==> src/rtl/dacbuf_pkg.sv <==
package dacbuf_pkg;

  localparam int DACBUF_HI_W = 4;
  localparam int DACBUF_LO_W = 8;

  // Decoded write intent for one sampling cycle.
  typedef struct packed {
    logic hi_we;
    logic lo_we;
    logic xfer;
  } wr_ctl_t;

  // Bipolar-zero code: only the most significant bit set.
  function automatic int unsigned midscale(input int unsigned width);
    return 32'd1 << (width - 1);
  endfunction

  // Value a part of the second rank takes on a transfer: the bus if the part
  // is being written in the same cycle, otherwise the stored first-rank part.
  function automatic logic [15:0] pick_part(input logic we,
                                            input logic [15:0] bus_part,
                                            input logic [15:0] held_part);
    return we ? bus_part : held_part;
  endfunction

endpackage

==> src/rtl/dacbuf_strobe_decode.sv <==
module dacbuf_strobe_decode
  import dacbuf_pkg::*;
(
  input  logic    wr_n,
  input  logic    ld_hi_n,
  input  logic    ld_lo_n,
  input  logic    xfer_n,
  output wr_ctl_t ctl
);

  logic wr_active;

  // Every load is gated by the master write enable.
  assign wr_active = ~wr_n;

  always_comb begin
    ctl.hi_we = wr_active & ~ld_hi_n;
    ctl.lo_we = wr_active & ~ld_lo_n;
    ctl.xfer  = wr_active & ~xfer_n;
  end

endmodule

==> src/rtl/dacbuf_rank1.sv <==
module dacbuf_rank1 #(
  parameter int W = 8
) (
  input  logic         clk,
  input  logic         we,
  input  logic [W-1:0] d,
  output logic [W-1:0] q
);

  // First-rank storage has no reset: it keeps its contents through a reset.
  logic [W-1:0] q_r;

  always_ff @(posedge clk) begin
    if (we) q_r <= d;
  end

  assign q = q_r;

endmodule

==> src/rtl/dacbuf_rank2.sv <==
module dacbuf_rank2
  import dacbuf_pkg::*;
#(
  parameter  int HI_W   = DACBUF_HI_W,
  parameter  int LO_W   = DACBUF_LO_W,
  localparam int CODE_W = HI_W + LO_W
) (
  input  logic              clk,
  input  logic              rst_n,
  input  wr_ctl_t           ctl,
  input  logic [CODE_W-1:0] din,
  input  logic [HI_W-1:0]   hi_q,
  input  logic [LO_W-1:0]   lo_q,
  output logic [CODE_W-1:0] code,
  output logic              updated
);

  localparam logic [CODE_W-1:0] MID = CODE_W'(midscale(CODE_W));

  logic [HI_W-1:0]   hi_next;
  logic [LO_W-1:0]   lo_next;
  logic [CODE_W-1:0] code_next;
  logic [CODE_W-1:0] code_r;
  logic              upd_r;

  // Bypass: parts written this cycle come from the bus, not the latch.
  assign hi_next   = HI_W'(pick_part(ctl.hi_we, 16'(din[CODE_W-1:LO_W]), 16'(hi_q)));
  assign lo_next   = LO_W'(pick_part(ctl.lo_we, 16'(din[LO_W-1:0]), 16'(lo_q)));
  assign code_next = {hi_next, lo_next};

  always_ff @(posedge clk or negedge rst_n) begin
    if (!rst_n) begin
      code_r <= MID;
      upd_r  <= 1'b0;
    end else begin
      upd_r <= ctl.xfer;
      if (ctl.xfer) code_r <= code_next;
    end
  end

  assign code    = code_r;
  assign updated = upd_r;

endmodule

==> src/rtl/dac_input_buffer.sv <==
module dac_input_buffer
  import dacbuf_pkg::*;
#(
  parameter  int HI_W   = DACBUF_HI_W,
  parameter  int LO_W   = DACBUF_LO_W,
  localparam int CODE_W = HI_W + LO_W
) (
  input  logic              clk,
  input  logic              rst_n,
  input  logic              wr_n,
  input  logic              ld_hi_n,
  input  logic              ld_lo_n,
  input  logic              xfer_n,
  input  logic [CODE_W-1:0] din,
  output logic [CODE_W-1:0] code,
  output logic              updated
);

  wr_ctl_t         ctl;
  logic [HI_W-1:0] hi_q;
  logic [LO_W-1:0] lo_q;

  dacbuf_strobe_decode u_decode (
    .wr_n    (wr_n),
    .ld_hi_n (ld_hi_n),
    .ld_lo_n (ld_lo_n),
    .xfer_n  (xfer_n),
    .ctl     (ctl)
  );

  dacbuf_rank1 #(.W(HI_W)) u_hi (
    .clk (clk),
    .we  (ctl.hi_we),
    .d   (din[CODE_W-1:LO_W]),
    .q   (hi_q)
  );

  dacbuf_rank1 #(.W(LO_W)) u_lo (
    .clk (clk),
    .we  (ctl.lo_we),
    .d   (din[LO_W-1:0]),
    .q   (lo_q)
  );

  dacbuf_rank2 #(.HI_W(HI_W), .LO_W(LO_W)) u_rank2 (
    .clk     (clk),
    .rst_n   (rst_n),
    .ctl     (ctl),
    .din     (din),
    .hi_q    (hi_q),
    .lo_q    (lo_q),
    .code    (code),
    .updated (updated)
  );

endmodule

==> config.mk <==
export PLATFORM = sky130hd
export DESIGN_NAME = dac_input_buffer
export DESIGN_NICKNAME = d
export VERILOG_FILES = /design/src/rtl/dacbuf_pkg.sv /design/src/rtl/dacbuf_strobe_decode.sv /design/src/rtl/dacbuf_rank1.sv /design/src/rtl/dacbuf_rank2.sv /design/src/rtl/dac_input_buffer.sv
export SDC_FILE = /design/constraint.sdc
export NUM_CORES = 1
export LEC_CHECK = 0
export ABC_AREA = 1
export BUFFER_PORTS_ARGS = -buffer_cell sky130_fd_sc_hd__buf_2
export CORE_MARGIN = 3
export CORE_UTILIZATION = 44
export DETAILED_ROUTE_END_ITERATION = 6
export PLACE_DENSITY = 0.72
export SETUP_SLACK_MARGIN = 0.5
export SLEW_MARGIN = 15
export SYNTH_ARGS = -nofsm -noshare
export SYNTH_HDL_FRONTEND = slang
export SYNTH_HIERARCHICAL = 1
export SYNTH_SLANG_ARGS = --single-unit
==> constraint.sdc <==
create_clock -name clk -period 0.8 [get_ports clk]
set_input_delay 0.16 -clock clk [delete_from_list [all_inputs] [get_ports clk]]
set_output_delay 0.16 -clock clk [all_outputs]
set_load 0.02 [all_outputs]
# After elaboration in Yosys (flattened, before gate mapping)
# Index checks and enable logic that the tools add are counted.
[word_totals]
output_inout_bits = 13
word_cells = 13
reg_bits = 25
[op_classes]
n_bitwise = 7
mux = 2
[ops]
columns = ["cell", "n"]
rows = [
  ["8-bit two-way mux", 1],
  ["4-bit two-way mux", 1],
  ["1-bit NOT", 4],
  ["1-bit AND", 3],
]

# Depth between registers and ports, before layout
[logic_depth]
depth_word = 3
depth_mapped = 6

# Hierarchy
# Netlist, hierarchy kept.
[modules_own_cells]
columns = ["mod", "area_per_inst_um2", "seq_area_each_um2", "n_inst", "cells_per_inst"]
rows = [
  ["dacbuf_rank2", 704.4, 326.6, 1, 103],
  ["dacbuf_rank1 at u_lo", 240.2, 240.2, 1, 8],
  ["dacbuf_rank1 at u_hi", 120.1, 120.1, 1, 4],
  ["dacbuf_strobe_decode", 11.3, 0.0, 1, 3],
]

# Least setup slack after synthesis
# OpenSTA, ideal clock, no wires.
[synth_timing]
kind = "input to register"
startpoint = "input port wr_n"
endpoint = "register u_rank2.code_r[6] (netlist: u_rank2/code[6])"
t_arrival_ns = 1.026
setup_ns = 0.065
n_path_buf = 1
required_ns = 0.735
setup_slack_ns = -0.291
stages = 6
cell_sequence = "nor2_1 > buf_6 > inv_2 > nand2_1 > nand3_1 > nand2_1"
[synth_between]
elab_chain_cells = 3
word_cells_on_any_way = 4
classes_between = "mux (1); bitwise (3)"
[synth_rtl]
columns = ["item", "line_no", "text"]
rows = [
  ["start: declaration", "dac_input_buffer.sv:10", "input logic wr_n,"],
  ["1-bit NOT (*)", "dacbuf_strobe_decode.sv:14", "assign wr_active = ~wr_n;"],
  ["1-bit AND", "dacbuf_strobe_decode.sv:18", "ctl.lo_we = wr_active & ~ld_lo_n;"],
  ["8-bit two-way mux", "dacbuf_pkg.sv:23", "return we ? bus_part : held_part;"],
  ["end signal: assignment", "dacbuf_rank2.sv:37", "if (ctl.xfer) code_r <= code_next;"],
  ["end: declaration", "dacbuf_rank2.sv:23", "logic [CODE_W-1:0] code_r;"],
]
# Every way passes the cells marked *; elsewhere a longest branch is shown, timed or not.
# A chain may end at the register's enable or synchronous reset.

# Worst setup path in the final report
[layout_timing]
startpoint = "register u_rank2.code_r[11] (netlist: u_rank2/code[11])"
endpoint = "output port code[11]"
[layout_rtl]
columns = ["item", "line_no", "text"]
rows = [
  ["end: declaration", "dac_input_buffer.sv:15", "output logic [CODE_W-1:0] code,"],
]
# No word-level cell between the ends.

==> summary.md <==
| Metric | Value |
|---|---|
| Layout area overhead | 56.9% |
| Post-synth top area cell | edfxtp_1 |
| Ratio of cells with drive above 1 in the final layout | 44.1% |
| Row count | 17 |
| Post-Syn Area | roughly 0.0011 mm² |
| Outcome | complete, but fails checks |
| N_diodes | 0 |
| Max_slew headroom | around four fifths |
| Clock share of power | between 10% and 20% |
| Reg clk slew, reported paths | between 100 and 150 ps |
| Fill count | between 150 and 200 |
| Critical path peak fanout | 2 |
| Ys flop type | edfxtp_1 |
| Final GP Congestion | ~0.73 |
| Global Route Usage Sum | between 15 and 20% |
| Worst-margin pin slew | between 300 and 400 ps |
| First-pass GRT wire length | 3850 µm |
| # setup viols final | 15 |
| Vias in the first global route | around 880 |
| Total gr overflow | 0 |
| Final nets | about 190 |
| Mux cell area share after synthesis | 0% |
| Post-DRT Antenna Nets | 0 |
| EDFF count, synth | 12 |
| Initial core utilization | a little under half |
| DRC viols | 0 |
| Met3 usage | between 2 and 3% |
| Post-Route WL | between 2000 and 2500 µm |
| Compound-Gate Fraction of Synth Area | 0% |
| Synth cell types | 10 |
| Crit-path cells | buf_6 |
| FF+latch count, synth | 25 |
| Clock tree buffer depth | 2 |
| Mean routed wirelength per cell | between 10 and 15 µm |
| IO buf count | 30 |
| Synth cell count leaders | 47 x nand2_1, 25 x inv_1, 12 x dfrtp_1, 12 x edfxtp_1, 12 x nand3_1 |
| P per Cell Area | approximately 1800 mW/mm² |
| CP Launch Type | flop |
| Clk_skew | around 7.5 ps |
| Adder-Cell Fraction of Synth Area | 0% |
| Yosys top cell area share | 33.5% |
| Met2 Usage GRT | 26.4% |
| R2R setup slack | -60 ps |
| TritonCTS clock tree | built |
| Detailed Route Iter0 Violations | 10 |
| Critical path arrival | 980 ps |
| Post-Syn Area per Cell | between 9 and 10 µm² |
| Crit path buf inv count | 1 |
| CORE AREA | roughly 0.0023 mm² |
| H-tree depth | 1 |
| RSZ-0062 raised after global routing | yes |
| Multi-input gate area | slightly above 300 µm² |
| Chip Height | around 55 µm |
| Via density per instance | 4.66 |
| Slack of the critical path | -341 ps |
| WHS | -295 ps |
| Top-count cell post-synth | nand2_1 |
| Switching Share | 28.1% |
| Post-place instance area | 0.00130 mm² |
| Syn. warnings | 6 |
| Reg-to-Reg End | u_rank2/code[8] |
| Max-cap viol count | 0 |
| Max Slew Vio Count | 0 |
| Fin crit period | roughly 1100 ps |
| Syn_nets | 136 |
| CTS Buf Count | 3 |
| RR Startpoint | u_rank2/code[8] |
| Post-Synth Simple-Gate Area | between 20% and 30% |
| Crit-path leading delay family | flip-flops |
| Synth Instances | between 100 and 150 |
| Drt pass-1 iters | 4 |
| Met1 Track Usage GR | between 10% and 20% |
| Part of the Yosys area used for sequential elements | 63.8% |
| Largest net degree at the start of global routing | 15 |
| CP max-delay cell | dfstp_2 |
| Clock root buffer | clkbuf_4 |
| Util after Layout | 74.2% |
| FF+latch area | between 600 and 700 µm² |
| Die ar. | between 0.003 and 0.004 mm² |
| Crit end category | output pin |
| Fin crit share | 143% |
| Net Switching | ~0.00085 W |
| Violated checks | negative hold slack, negative setup slack |
| Critical Path RT | 640 ps |
| Worst vdd ir | about 1.1 mV |
| Reg2Reg Depth | 4 |
| Fraction of registers with async set/reset | between 50% and 60% |
| Post-Layout Inst Area | between 0.0015 and 0.002 mm² |
| Power Internal | roughly 0.0022 W |
| Most Crowded Layer GR | met2 |
| Reg power frac | between 50% and 60% |
| Count of final hold-check violations | 13 |
| Post-DP HPWL | 1530 µm |
| Leak Pwr | 0.876 nW |
| Path type of the worst setup path | reg -> out |
| Post-Synth XOR/XNOR Area | 0% |
| Part of the power in combinational logic | 29.1% |
| IO Count | 31 |
| CTS Sinks | 25 |
| Clk_lat worst skew | 320 ps |
| Worst Hold Class | in -> async |
| Combinational family with the most area after synthesis | simple AND/OR/NAND/NOR gates |
| Max stage delay on crit path | about 560 ps |
| Floorplan die width | 55.5 µm |
| Maximum clock frequency | about 0.88 GHz |
| Initial antenna violation count | 0 |
| Most area-consuming cells after synthesis | edfxtp_1 33%, dfrtp_1 28%, nand2_1 16% |
| Vias after detailed routing | approximately 920 |
| Total power | approximately 0.0030 W |
-- layout make-up --
| cell class | count | area share [%] |
|---|---|---|
| repair buffers | 50 | 30.7 |
| well taps | 28 | 2.08 |
| multi-input cells | 64 | 18.4 |
| clock inverters | 1 | 0.297 |
| clock buffers | 3 | 1.33 |
| inverters | 27 | 6.15 |
| flip-flops and latches | 25 | 41.1 |
-- per-layer routing --
metal  share of wire [%]  wire, µm
met3                 5.6       132
met1                  40       955
met2                  54      1270
met5                   0         0
met4                0.42        10
-- through the flow --
| step | worst slack, ps | TNS (ps) | hold slack (ps) | instances |
|---|---|---|---|---|
| 4_1_cts | -357 | -3250 | -290 | 191 |
| 2_1_floorplan | 6.82 | 0 | -136 | 118 |
| 3_3_place_gp | -96.8 | -1670 | 58.9 | 177 |
| 6_report | -341 | -3270 | -295 | 198 |
| 3_5_place_dp | -134 | -2220 | 67.7 | 177 |
| 5_1_grt | -392 | -3890 | -293 | 198 |
-- cell families (layout without fill, tap and decap cells) --
kind of cell,after synthesis,after routing
flops,25,25
simple gates,63,64
buf+inv,30,81
-- cell usage in the layout, fill, tap and decap left out, drive strengths merged --
cell type,count
buf,50
clkbuf,3
clkinv,1
dfrtp,12
dfstp,1
edfxtp,12
inv,27
nand2,48
nand3,12
nor2,4
-- registers in the layout (all words and copies together) (netlist names) --
signal / flops
u_hi/q: 4
u_lo/q: 8
u_rank2/code: 12
u_rank2/updated: 1
-- how the worst max path moves through the flow --
stage | to | depth (start not counted) | slack [ps] | from
CTS | code[11] | 1 | -360 | u_rank2/code[11]
global route | code[11] | 1 | -390 | u_rank2/code[11]
floorplan | u_rank2/code[1] | 5 | 7 | ld_lo_n
detailed placement | u_rank2/code[4] | 7 | -130 | wr_n
finish | code[11] | 1 | -340 | u_rank2/code[11]
global placement | u_rank2/code[7] | 7 | -100 | wr_n
-- repair_timing --
action	in CTS	in global routing
buffers inserted	7	7
pin swaps	7	9
endpoints found under the hold margin	13	13
gates cloned	3	0
resized for setup	44	14
setup endpoints to repair	38	37
-- power groups by stage --
stage | combinational (W) | clock (W) | sequential (W)
2_1_floorplan | 0.000192 | 0 | 0.00170
3_3_place_gp | 0.000505 | 0 | 0.00158
3_5_place_dp | 0.000519 | 0 | 0.00158
4_1_cts | 0.000770 | 0.000575 | 0.00158
5_1_grt | 0.000948 | 0.000637 | 0.00160
6_report | 0.000881 | 0.000562 | 0.00158
(Power assumes the default switching activity.)
